[src/rtl/mrs_pkg.sv]
package mrs_pkg;
  typedef enum logic [1:0] {
    PH_OFF  = 2'd0,
    PH_DNR  = 2'd1,
    PH_PART = 2'd2,
    PH_FULL = 2'd3
  } phase_e;

  typedef enum logic [1:0] {
    DSP_IGNORE = 2'd0,
    DSP_NORMAL = 2'd1,
    DSP_ZERO   = 2'd2,
    DSP_NODATA = 2'd3
  } disp_e;

  localparam int KIND_W = 3;
  localparam logic [KIND_W-1:0] K_PING         = 3'd0;
  localparam logic [KIND_W-1:0] K_DISCOVER     = 3'd1;
  localparam logic [KIND_W-1:0] K_TEMP         = 3'd2;
  localparam logic [KIND_W-1:0] K_FIRST_ACCESS = 3'd3;

  localparam logic [7:0] CC_NONE    = 8'h00;
  localparam logic [7:0] CC_OK      = 8'h40;
  localparam logic [7:0] CC_TIMEOUT = 8'h81;
  localparam logic [7:0] CC_FAULT   = 8'h91;
endpackage

[src/rtl/mrs_delay.sv]
// Counts consecutive cycles with run high; done pulses on the LIMIT-th one.
module mrs_delay #(
  parameter int LIMIT = 16
) (
  input  logic clk,
  input  logic rst,
  input  logic clear,
  input  logic run,
  output logic done
);
  localparam int CW = (LIMIT < 2) ? 1 : $clog2(LIMIT);
  localparam logic [CW-1:0] LAST = CW'(LIMIT - 1);

  logic [CW-1:0] cnt;

  assign done = run && !clear && (cnt == LAST);

  always_ff @(posedge clk) begin
    if (rst || clear) begin
      cnt <= '0;
    end else if (run) begin
      cnt <= done ? '0 : cnt + 1'b1;
    end
  end
endmodule

[src/rtl/mrs_phase_fsm.sv]
module mrs_phase_fsm
  import mrs_pkg::*;
#(
  parameter int INIT_CYCLES = 20000,
  parameter int RST_CYCLES  = 100000
) (
  input  logic   clk,
  input  logic   rst,
  input  logic   pwr_good,
  input  logic   plat_rst,
  input  logic   core_done,
  output phase_e phase
);
  phase_e phase_nx;
  logic   init_run, init_clr, init_done;
  logic   hold_run, hold_clr, hold_done;

  assign init_run = pwr_good && (phase == PH_OFF);
  assign init_clr = !init_run;
  assign hold_run = pwr_good && !plat_rst && (phase == PH_DNR);
  assign hold_clr = !hold_run;

  mrs_delay #(.LIMIT(INIT_CYCLES)) u_init_dly (
    .clk(clk), .rst(rst), .clear(init_clr), .run(init_run), .done(init_done)
  );

  mrs_delay #(.LIMIT(RST_CYCLES)) u_hold_dly (
    .clk(clk), .rst(rst), .clear(hold_clr), .run(hold_run), .done(hold_done)
  );

  always_comb begin
    phase_nx = phase;
    if (!pwr_good) begin
      phase_nx = PH_OFF;
    end else if (phase == PH_OFF) begin
      if (init_done) phase_nx = PH_DNR;
    end else if (plat_rst) begin
      phase_nx = PH_DNR;
    end else begin
      case (phase)
        PH_DNR:  if (hold_done) phase_nx = PH_PART;
        PH_PART: if (core_done) phase_nx = PH_FULL;
        PH_FULL: if (!core_done) phase_nx = PH_PART;
        default: phase_nx = PH_OFF;
      endcase
    end
  end

  always_ff @(posedge clk) begin
    if (rst) phase <= PH_OFF;
    else     phase <= phase_nx;
  end

  assert_off_when_unpowered_R1: assert property (@(posedge clk) disable iff (rst)
    !pwr_good |=> phase == PH_OFF);

  assert_off_leaves_to_dnr_R2: assert property (@(posedge clk) disable iff (rst)
    (phase == PH_OFF) |=> (phase == PH_OFF || phase == PH_DNR));

  assert_reset_back_to_dnr_R6: assert property (@(posedge clk) disable iff (rst)
    (pwr_good && plat_rst && phase != PH_OFF) |=> phase == PH_DNR);

  assert_full_needs_core_R7: assert property (@(posedge clk) disable iff (rst)
    (phase == PH_PART && !core_done) |=> phase != PH_FULL);
endmodule

[src/rtl/mrs_dispatch.sv]
module mrs_dispatch
  import mrs_pkg::*;
(
  input  logic              clk,
  input  logic              rst,
  input  phase_e            phase,
  input  logic              fatal_err,
  input  logic              cmd_valid,
  input  logic [KIND_W-1:0] cmd_kind,
  input  logic              cmd_core,
  input  logic              ctrl_fault,
  output logic              rsp_valid,
  output disp_e             rsp_disp,
  output logic [7:0]        rsp_code
);
  disp_e      d_disp;
  logic [7:0] d_code;
  logic       is_access, core_hit, relaxed;

  assign is_access = (cmd_kind >= K_FIRST_ACCESS);
  assign core_hit  = is_access && cmd_core;
  assign relaxed   = (phase != PH_DNR) || fatal_err;

  always_comb begin
    d_disp = DSP_IGNORE;
    d_code = CC_NONE;
    if (phase == PH_OFF) begin
      d_disp = DSP_IGNORE;
      d_code = CC_NONE;
    end else if (ctrl_fault) begin
      d_disp = DSP_NODATA;
      d_code = CC_FAULT;
    end else if (core_hit) begin
      d_disp = (phase == PH_FULL) ? DSP_NORMAL : DSP_NODATA;
      d_code = (phase == PH_FULL) ? CC_OK : CC_TIMEOUT;
    end else if (cmd_kind == K_PING || cmd_kind == K_DISCOVER) begin
      d_disp = DSP_NORMAL;
      d_code = CC_OK;
    end else if (cmd_kind == K_TEMP) begin
      d_disp = relaxed ? DSP_NORMAL : DSP_ZERO;
      d_code = CC_OK;
    end else begin
      d_disp = relaxed ? DSP_NORMAL : DSP_NODATA;
      d_code = relaxed ? CC_OK : CC_TIMEOUT;
    end
  end

  always_ff @(posedge clk) begin
    if (rst) begin
      rsp_valid <= 1'b0;
      rsp_disp  <= DSP_IGNORE;
      rsp_code  <= CC_NONE;
    end else begin
      rsp_valid <= cmd_valid;
      rsp_disp  <= cmd_valid ? d_disp : DSP_IGNORE;
      rsp_code  <= cmd_valid ? d_code : CC_NONE;
    end
  end

  assert_resp_follows_strobe_R11: assert property (@(posedge clk) disable iff (rst)
    cmd_valid |=> rsp_valid);

  assert_no_spurious_resp_R11: assert property (@(posedge clk) disable iff (rst)
    !cmd_valid |=> !rsp_valid);

  assert_core_gated_R8: assert property (@(posedge clk) disable iff (rst)
    (cmd_valid && cmd_core && is_access && !ctrl_fault &&
     (phase == PH_DNR || phase == PH_PART)) |=> rsp_code == CC_TIMEOUT);

  assert_fault_code_R10: assert property (@(posedge clk) disable iff (rst)
    (cmd_valid && ctrl_fault && phase != PH_OFF) |=> rsp_code == CC_FAULT);

  assert_off_ignored_R1: assert property (@(posedge clk) disable iff (rst)
    (cmd_valid && phase == PH_OFF) |=> (rsp_disp == DSP_IGNORE && rsp_code == CC_NONE));
endmodule

[src/rtl/mgmt_ready_seq.sv]
module mgmt_ready_seq
  import mrs_pkg::*;
#(
  parameter int INIT_CYCLES = 20000,
  parameter int RST_CYCLES  = 100000
) (
  input  logic       clk,
  input  logic       rst,
  input  logic       pwr_good,
  input  logic       plat_rst,
  input  logic       core_done,
  input  logic       fatal_err,
  input  logic       cmd_valid,
  input  logic [2:0] cmd_kind,
  input  logic       cmd_core,
  input  logic       ctrl_fault,
  output logic [1:0] phase,
  output logic       rsp_valid,
  output logic [1:0] rsp_disp,
  output logic [7:0] rsp_code
);
  phase_e ph;
  disp_e  disp;

  mrs_phase_fsm #(.INIT_CYCLES(INIT_CYCLES), .RST_CYCLES(RST_CYCLES)) u_fsm (
    .clk(clk), .rst(rst), .pwr_good(pwr_good), .plat_rst(plat_rst),
    .core_done(core_done), .phase(ph)
  );

  mrs_dispatch u_disp (
    .clk(clk), .rst(rst), .phase(ph), .fatal_err(fatal_err),
    .cmd_valid(cmd_valid), .cmd_kind(cmd_kind), .cmd_core(cmd_core),
    .ctrl_fault(ctrl_fault), .rsp_valid(rsp_valid), .rsp_disp(disp),
    .rsp_code(rsp_code)
  );

  assign phase    = ph;
  assign rsp_disp = disp;
endmodule

[config.mk]
export PLATFORM = sky130hd
export DESIGN_NAME = mgmt_ready_seq
export DESIGN_NICKNAME = d
export VERILOG_FILES = /design/src/rtl/mrs_pkg.sv /design/src/rtl/mrs_delay.sv /design/src/rtl/mrs_phase_fsm.sv /design/src/rtl/mrs_dispatch.sv /design/src/rtl/mgmt_ready_seq.sv
export SDC_FILE = /design/constraint.sdc
export NUM_CORES = 1
export LEC_CHECK = 0
export BUFFER_PORTS_ARGS = -buffer_cell sky130_fd_sc_hd__buf_2
export CORE_ASPECT_RATIO = 0.75
export CORE_MARGIN = 8
export CORE_UTILIZATION = 56
export CTS_CLUSTER_SIZE = 16
export DETAILED_ROUTE_END_ITERATION = 10
export PLACE_DENSITY = 0.78
export SKIP_LAST_GASP = 1
export SLEW_MARGIN = 20
export SYNTH_ARGS = -nofsm -noshare
export SYNTH_HDL_FRONTEND = slang
export SYNTH_SLANG_ARGS = --single-unit
[constraint.sdc]
create_clock -name clk -period 2.3 [get_ports clk]
set_input_delay 0.46 -clock clk [delete_from_list [all_inputs] [get_ports clk]]
set_output_delay 0.46 -clock clk [all_outputs]
set_load 0.02 [all_outputs]
* Yosys cells after proc, flatten, opt, wreduce, memory -nomap -nowiden
Cells that the tools add are included.
** Cells by class
- Order comparisons :: 1
- Reductions and logical operators :: 19
- $add $sub $neg :: 2
- Muxes and demuxes :: 22
- Eq/ne operators :: 12
- Bitwise logic cells :: 2
** Operators by type and width (number)
- 8-bit 2-to-1 mux :: 6
- 2-bit 2-to-1 mux :: 13
- 17-bit by 1-bit adder with 17-bit output, second input constant :: 1
- 17-bit == test, second input constant :: 1
- 17-bit 2-to-1 mux :: 1
- 15-bit by 1-bit adder with 15-bit output, second input constant :: 1
- 15-bit == test, second input constant :: 1
- 15-bit 2-to-1 mux :: 1
- 4-bit by 3-bit != test with 1-bit output, second input constant :: 3
- 1-bit logical AND :: 6
- 2-bit one-hot mux with 3 select lines :: 1
- 2-bit == test, second input constant :: 2
- 1-bit logical OR :: 4
- 4-bit AND reduction :: 1
- 4-bit OR reduction :: 1
- 3-bit by 1-bit == test with 1-bit output, second input constant :: 1
- 3-bit by 2-bit == test with 1-bit output, second input constant :: 1
- 3-bit by 2-bit >= comparator with 1-bit output, second input constant :: 1
- 1-bit zero test :: 3
- 3-bit zero test :: 1
- 3-bit OR reduction :: 1
- 2-bit by 1-bit == test with 1-bit output, second input constant :: 1
- 2-bit zero test :: 1
- 2-bit by 1-bit != test with 1-bit output, second input constant :: 1
- 3 further kinds :: 4
** Storage, ports and cells
- Word-level logic and storage cells :: 65
- Bits of input ports :: 12
- Output and inout bits :: 13
- Register bits after elaboration :: 45

* Depth between registers and ports, before layout
Gate-level depths: netlist of run 1.
- Depth in word-level cells :: 8
- Gate-level depth with buffers :: 6
- Mapped depth without buffers :: 5

* Hierarchy
A second synthesis of run 1 with hierarchy kept.
** Second synthesis, totals
- Cells, all modules :: 215
- Area, all modules :: 1936.9 um^2
** Modules (own cells, without submodules)
- mrs_delay at u_fsm.u_hold_dly :: seq. area each 340.3 um^2, cells each 91, instances 1, area each 838.3 um^2
- mrs_delay at u_fsm.u_init_dly :: seq. area each 300.3 um^2, cells each 79, instances 1, area each 706.9 um^2
- mrs_dispatch :: seq. area each 120.1 um^2, cells each 30, instances 1, area each 277.8 um^2
- mrs_phase_fsm :: seq. area each 40.0 um^2, cells each 15, instances 1, area each 113.9 um^2

* Worst setup path after synthesis of run 1
Ideal clock, no wire load.
- Kind :: flip-flop to flip-flop
- Start point :: reg u_fsm.phase[1]
- End point :: reg u_fsm.u_init_dly.cnt[14]
- Required time :: 2230 ps
- Cell stages (with the launch flop) :: 7
- Slack :: 399 ps
- Buffers on the path :: 2
- Setup time :: 70 ps
- Period minus slack after synthesis :: 1901 ps
- Arrival :: 1831 ps
- Path through :: dfxtp_1 buf_4 nand4bb_1 buf_2 or4_4 or3_1 a21oi_1
** Between the ends
- Word-level cells in the longest chain between the ends :: 4
- Elaborated cells on any way between the ends :: 6
- Those cells by class :: mux (1); reduce/logical (5)
** Ends and longest elaborated chain
- from (decl) :: line mrs_phase_fsm.sv:12 : output phase_e phase
- from (signal assigned) :: line mrs_phase_fsm.sv:51 : else phase <= phase_nx;
- 2-bit zero test (*) :: line mrs_phase_fsm.sv:18 : assign init_run = pwr_good && (phase == PH_OFF);
- 1-bit logical AND (*) :: line mrs_phase_fsm.sv:18
- 1-bit logical AND or 1-bit zero test (tied branches) :: line mrs_delay.sv:16, mrs_phase_fsm.sv:19
- 15-bit 2-to-1 mux or 1-bit logical OR (tied branches) :: line mrs_delay.sv:22, mrs_delay.sv:19
- to (signal assigned) :: line mrs_delay.sv:22 : cnt <= done ? '0 : cnt + 1'b1;
- to (decl) :: line mrs_delay.sv:14 : logic [CW-1:0] cnt;
Mark *: on every way between the ends. The rest lies on a longest branch, timed or not.
A chain may end at the register's enable or synchronous reset.

* Final worst setup path of run 1
- Start point :: reg u_fsm.phase[0]
- End point :: reg u_fsm.u_hold_dly.cnt[15]
** Between the ends
- Word-level cells in the longest chain between the ends :: 4
- Elaborated cells on any way between the ends :: 6
- Those cells by class :: eq/ne (1); mux (1); reduce/logical (4)
** Ends and longest elaborated chain
- 2-bit by 1-bit == test with 1-bit output (*) :: line mrs_phase_fsm.sv:20 : assign hold_run = pwr_good && !plat_rst && (phase == PH_DNR);
- 1-bit logical AND (*) :: line mrs_phase_fsm.sv:20
- 1-bit logical AND or 1-bit zero test (tied branches) :: line mrs_delay.sv:16, mrs_phase_fsm.sv:21
- 17-bit 2-to-1 mux or 1-bit logical OR (tied branches) :: line mrs_delay.sv:22, mrs_delay.sv:19
- to (signal assigned) :: line mrs_delay.sv:22
- to (decl) :: line mrs_delay.sv:14
Marked as above.

==> results of run 1 <==
==> through the flow <==
stage	total power [W]	hold WS (ns)	cell area [um^2]
CTS	0.001314	0.3431	2087
global route	0.001342	0.3541	2087
global placement	0.0007491	0.4294	1979
floorplan	0.0007377	0.4176	1864
finish	0.001297	0.3528	2087
detailed placement	0.0007493	0.4395	1979
==> kinds of logic after synthesis <==
group / synth area share, %
buf+inv: 5.536
flops: 43.21
simple gates: 31.40
compound gates: 8.779
other cells: 0.2024
fa+ha+maj: 1.350
mux: 0.5402
xor+xnor: 8.980
==> cell type report <==
class	instances	area [um^2]	share of cell area [%]
flip-flops and latches	40	800.8	38.37
multi-input cells	158	960.9	46.04
repair buffers	25	137.6	6.595
well taps	40	50.05	2.398
inverters	8	30.03	1.439
clock buffers	6	72.57	3.477
clock inverters	2	35.03	1.679
==> registers in the layout, indices dropped and copies added, names as in the netlist <==
| register | cells |
|---|---|
| u_disp.rsp_disp | 2 |
| u_fsm.u_init_dly.cnt | 15 |
| u_disp.rsp_valid | 1 |
| u_fsm.u_hold_dly.cnt | 17 |
| u_fsm.phase | 2 |
| u_disp.rsp_code | 3 |
==> where the power goes <==
group          internal [W]  switching, W
Clock              0.000322      0.000241
Sequential         0.000695    0.00000120
Combinational     0.0000141     0.0000235
Total               0.00103      0.000266
==> worst max-delay path, cell delays in order (launching register included) <==
cell and delay [ns]:
dfxtp_1 0.51, nand4bb_1 0.23, or4_1 0.63, or3_1 0.37, a21oi_1 0.14
==> path summary, 6_finish.rpt <==
kind / start / to / slack, ns / cells past startpoint
hold / removal: rst / u_disp.rsp_valid / 0.35 / 2
setup / recovery: u_fsm.phase[0] / u_fsm.u_hold_dly.cnt[15] / 0.36 / 4
setup reg to reg: u_fsm.phase[0] / u_fsm.u_hold_dly.cnt[15] / 0.36 / 4
hold reg to reg: u_fsm.u_hold_dly.cnt[0] / u_fsm.u_hold_dly.cnt[0] / 0.45 / 1
==> placed cells by master (no fill, tap or decap), types with 3 or more instances in the layout <==
| cell | count |
|---|---|
| o21ai_0 | 8 |
| buf_4 | 5 |
| dfxtp_1 | 40 |
| buf_2 | 20 |
| xnor2_1 | 18 |
| or3_1 | 6 |
| inv_1 | 8 |
| nor2_1 | 28 |
| nor3b_1 | 3 |
| clkbuf_8 | 5 |
| nor3_1 | 8 |
| a21oi_1 | 12 |
| conb_1 | 4 |
| nand4_1 | 5 |
| nand3_1 | 9 |
| nor4_1 | 11 |
| nand2_1 | 12 |
==> layer usage <==
| metal | track usage, % | up-vias |
|---|---|---|
| met5 | 0 | - |
| met4 | 7.642 | 0 |
| met3 | 4.348 | 6 |
| met2 | 19.02 | 51 |
| met1 | 19.57 | 686 |
| li1 | - | 800 |
==> flow_summary.json, run 1 <==
{
  "grt.overflow.total": 0,
  "synth_largest_area_cell": "dfxtp_1",
  "synth.cell_area_mm2": 0.001853,
  "synth_top_area_share_pct": 43.21,
  "p_leak_nw": 0.6854,
  "row_count": 18,
  "first_pass_iters": 4,
  "hold_viol": 0,
  "via_count": 1543,
  "fin_util_pct": 64.80,
  "diodes": 0,
  "die-area_mm2": 0.005424,
  "cts_tree": "yes",
  "grt_pass1_wl_um": 5961,
  "clkTransAtPathRegs_ns": 0.08,
  "numCtsBuffers": 5,
  "nets": 252,
  "htreeDepth": 2,
  "dr_wl_met3_um": 392,
  "wl_per_cell_um": 13.03,
  "post-place-ws_ns": 0.2473,
  "power.density_mw_per_mm2": 621.2,
  "vias_per_cell": 5.530,
  "synth-seq-cells": 40,
  "ctsLongestPathBuffers": 2,
  "insertion_delay_ns": 0.30,
  "ctsHoldBuffers": 0,
  "io_pins": 25,
  "dp.cells": 271,
  "setup_slack_ns": 0.3625,
  "drive_gt1_share_pct": 15.06,
  "dr_wl_met2_um": 1358,
  "cts-root-buf": "clkbuf_8",
  "maxSlewViolCount": 0,
  "antenna_found_initial": 0,
  "max_freq_mhz": 516.1,
  "topRoutingLayerUsed": "met4",
  "cp_max_fo": 11,
  "synth_common_cells": "40 x dfxtp_1, 28 x nor2_1, 18 x xnor2_1",
  "synthCells": 214,
  "synthArstFlopShare_pct": 0,
  "synth_area_leaders": "dfxtp_1 43%, xnor2_1 8.5%, nor2_1 5.7%, nor4_1 3.7%, a21oi_1 3.2%",
  "hpwl_um": 2657,
  "grt_start_max_net_pins": 16,
  "antenna_left": 0,
  "ir_drop_v": 0.0004998,
  "fp.dieH_um": 65.82,
  "syn_avg_cell_area_um2": 8.659,
  "synth_edf_count": 0,
  "drt-total-wl_um": 3636,
  "setup_viol": 0,
  "gp_congestion": 0.8132,
  "min_period_over_period_pct": 84.24,
  "fin_tns_setup_ns": 0,
  "rsz0062_at_grt": "false",
  "clock-sinks": 40,
  "wl_met1_um": 1833,
  "drt-initial-drc-count": 116,
  "hp-class": "primary input to register",
  "drc": 0,
  "cts-resized-gates": 0,
  "synth_flop_cell": "dfxtp_1",
  "grt_pass1_vias": 1340,
  "io_buffers": 20,
  "crit_path_end_kind": "register",
  "fin_skew_ns": 0.008340,
  "arrival_ns": 2.18,
  "ys_seq_area_share_pct": 43.21,
  "worst_pin_slew_ns": 0.5402,
  "layout_min_cycle_time_ns": 1.937,
  "drv_cap": 0,
  "worstPathRequired_ns": 2.54,
  "max-slew-margin-rel_pct": 63.66,
  "grt.total_usage_pct": 14.19,
  "num-fill-cells": 283,
  "cp-start-kind": "register",
  "post_cts_buffers": 0,
  "syn2layout_area_growth_pct": 12.63,
  "die_w_um": 82.42,
  "yosysMostFrequentCell": "dfxtp_1",
  "core_mm2": 0.003221,
  "synth_warnings": 0,
  "path_class": "register to register",
  "ys_types": 43,
  "finalNonFillerCells": 279,
  "status": "complete, no violations",
  "start_util_pct": 57.54
}
Power figures use the tool's default switching activity.
==> run 2: changes to the inputs <==
- clock period: 2.3 -> 2 ns (I/O delays scaled with it)
==> run 2 against run 1 <==
- critical path depth is 1 higher
- highest routed layer unchanged
- largest power group unchanged
- register-to-register slack worse by 0.24 ns
- largest cell class unchanged
- non-clock buffer count is 6 higher
==> flow_summary.json, run 2 (synthesis results as in run 1) <==
{
  "status": "complete, no violations",
  "nets": 258,
  "first_pass_iters": 4,
  "dp.cells": 277,
  "gp_congestion": 0.8897,
  "num-fill-cells": 279,
  "wl_per_cell_um": 12.77,
  "layout_min_cycle_time_ns": 1.873,
  "seqCellArea_um2": 800.8,
  "cts_tree": "yes",
  "fin_skew_ns": 0.008971,
  "multi_input_area_um2": 960.9,
  "fp.dieH_um": 65.82,
  "insertion_delay_ns": 0.29,
  "dpl_cell_area_mm2": 0.002037,
  "crit_path_end_kind": "register",
  "diodes": 0,
  "drive_gt1_share_pct": 16.73,
  "cts-resized-gates": 0,
  "hpwl_um": 2711,
  "drt-total-wl_um": 3640,
  "rsz0062_at_grt": "false",
  "ir_drop_v": 0.0004181,
  "grt_pass1_wl_um": 6134,
  "via_count": 1566,
  "post-place-ws_ns": 0.09963,
  "design_area_mm2": 0.002127,
  "numCtsBuffers": 5,
  "ctsLongestPathBuffers": 2,
  "io_buffers": 20,
  "setup_viol": 0,
  "largest_reg_flops": 17,
  "grt_start_max_net_pins": 16,
  "grt.overflow.total": 0,
  "io_pins": 25,
  "fin_tns_setup_ns": 0,
  "die-area_mm2": 0.005424,
  "antenna_left": 0,
  "grt_pass1_vias": 1392,
  "antenna_found_initial": 0,
  "final_cell_mix": "40 x dfxtp_1, 28 x nor2_1, 20 x buf_2",
  "worstPathRequired_ns": 2.22,
  "setup_slack_ns": 0.1268,
  "arrival_ns": 2.09,
  "hp-class": "primary input to register",
  "finalNonFillerCells": 285,
  "cp_max_fo": 4,
  "core_mm2": 0.003221,
  "cts-root-buf": "clkbuf_8",
  "clock-sinks": 40,
  "htreeDepth": 2,
  "drv_cap": 0,
  "row_count": 18,
  "grt.total_usage_pct": 14.05,
  "power.density_mw_per_mm2": 650.8,
  "cp-start-kind": "register",
  "drt-initial-drc-count": 149,
  "total_power_w": 0.001384,
  "syn2layout_area_growth_pct": 14.79,
  "die_w_um": 82.42,
  "reg_top3": "u_fsm.u_hold_dly.cnt: 17 flops, u_fsm.u_init_dly.cnt: 15 flops, u_disp.rsp_code: 3 flops",
  "vias_per_cell": 5.495,
  "final_common_cell": "dfxtp_1",
  "path_class": "register to register",
  "max_freq_mhz": 533.8,
  "min_period_over_period_pct": 93.66,
  "drc": 0,
  "clkTransAtPathRegs_ns": 0.08,
  "hold_viol": 0,
  "regMostFlops": "u_fsm.u_hold_dly.cnt",
  "maxSlewViolCount": 0,
  "p_leak_nw": 0.7114,
  "post_cts_buffers": 0,
  "start_util_pct": 57.54,
  "ctsHoldBuffers": 0
}
-- run 2: changes by cell type in the layout (fill, tap and decap cells not counted) --
cell       before  now
buf_12          0    1
buf_4           5   10
bufinv_16       1    0
clkbuf_1        1    2
clkbuf_8        5    6
clkinv_2        1    0
-- run 2: routing by layer --
layer / vias up / share of wire, % / track usage, %
li1: 812 / - / -
met1: 697 / 49 / 20.03
met2: 52 / 39 / 19.32
met3: 5 / 11 / 4.348
met4: 0 / 1.1 / 4.585
met5: - / 0 / 0
-- run 2: area by class of cell --
class | count | share of cell area (%)
Multi-Input combinational cell | 158 | 45.18
Sequential cell | 40 | 37.65
Timing Repair Buffer | 31 | 9.176
Clock buffer | 8 | 4.235
Tap cell | 40 | 2.353
Inverter | 8 | 1.412
-- run 2: final timing paths --
| check | startpoint | to | slack, ns | cells after the start |
|---|---|---|---|---|
| worst max-delay path | u_fsm.u_hold_dly.cnt[0] | u_fsm.u_hold_dly.cnt[16] | 0.13 | 5 |
| worst min-delay path | rst | u_disp.rsp_valid | 0.31 | 2 |
| worst max register to register | u_fsm.u_hold_dly.cnt[0] | u_fsm.u_hold_dly.cnt[16] | 0.13 | 5 |
| worst min register to register | u_fsm.u_init_dly.cnt[0] | u_fsm.u_init_dly.cnt[0] | 0.45 | 1 |
-- run 2: power by group --
group	switching, W	internal [W]
Sequential	0.00000135	0.000799
Combinational	0.0000275	0.0000174
Clock	0.000258	0.000281
Total	0.000287	0.00110
-- run 2: worst max-delay path, cell delays in order (launching register included) --
cell and delay, ns:
dfxtp_1 0.36, ha_1 0.23, nand4_2 0.13, or4_1 0.60, or3_1 0.37, a21oi_1 0.13
-- run 2: stage by stage --
stage | util, % | hold WS [ns]
3_3_place_gp | 63.25 | 0.4289
5_1_grt | 66.05 | 0.3145
6_report | 66.05 | 0.3134
3_5_place_dp | 63.25 | 0.4375
2_1_floorplan | - | 0.4176
4_1_cts | 66.05 | 0.3002
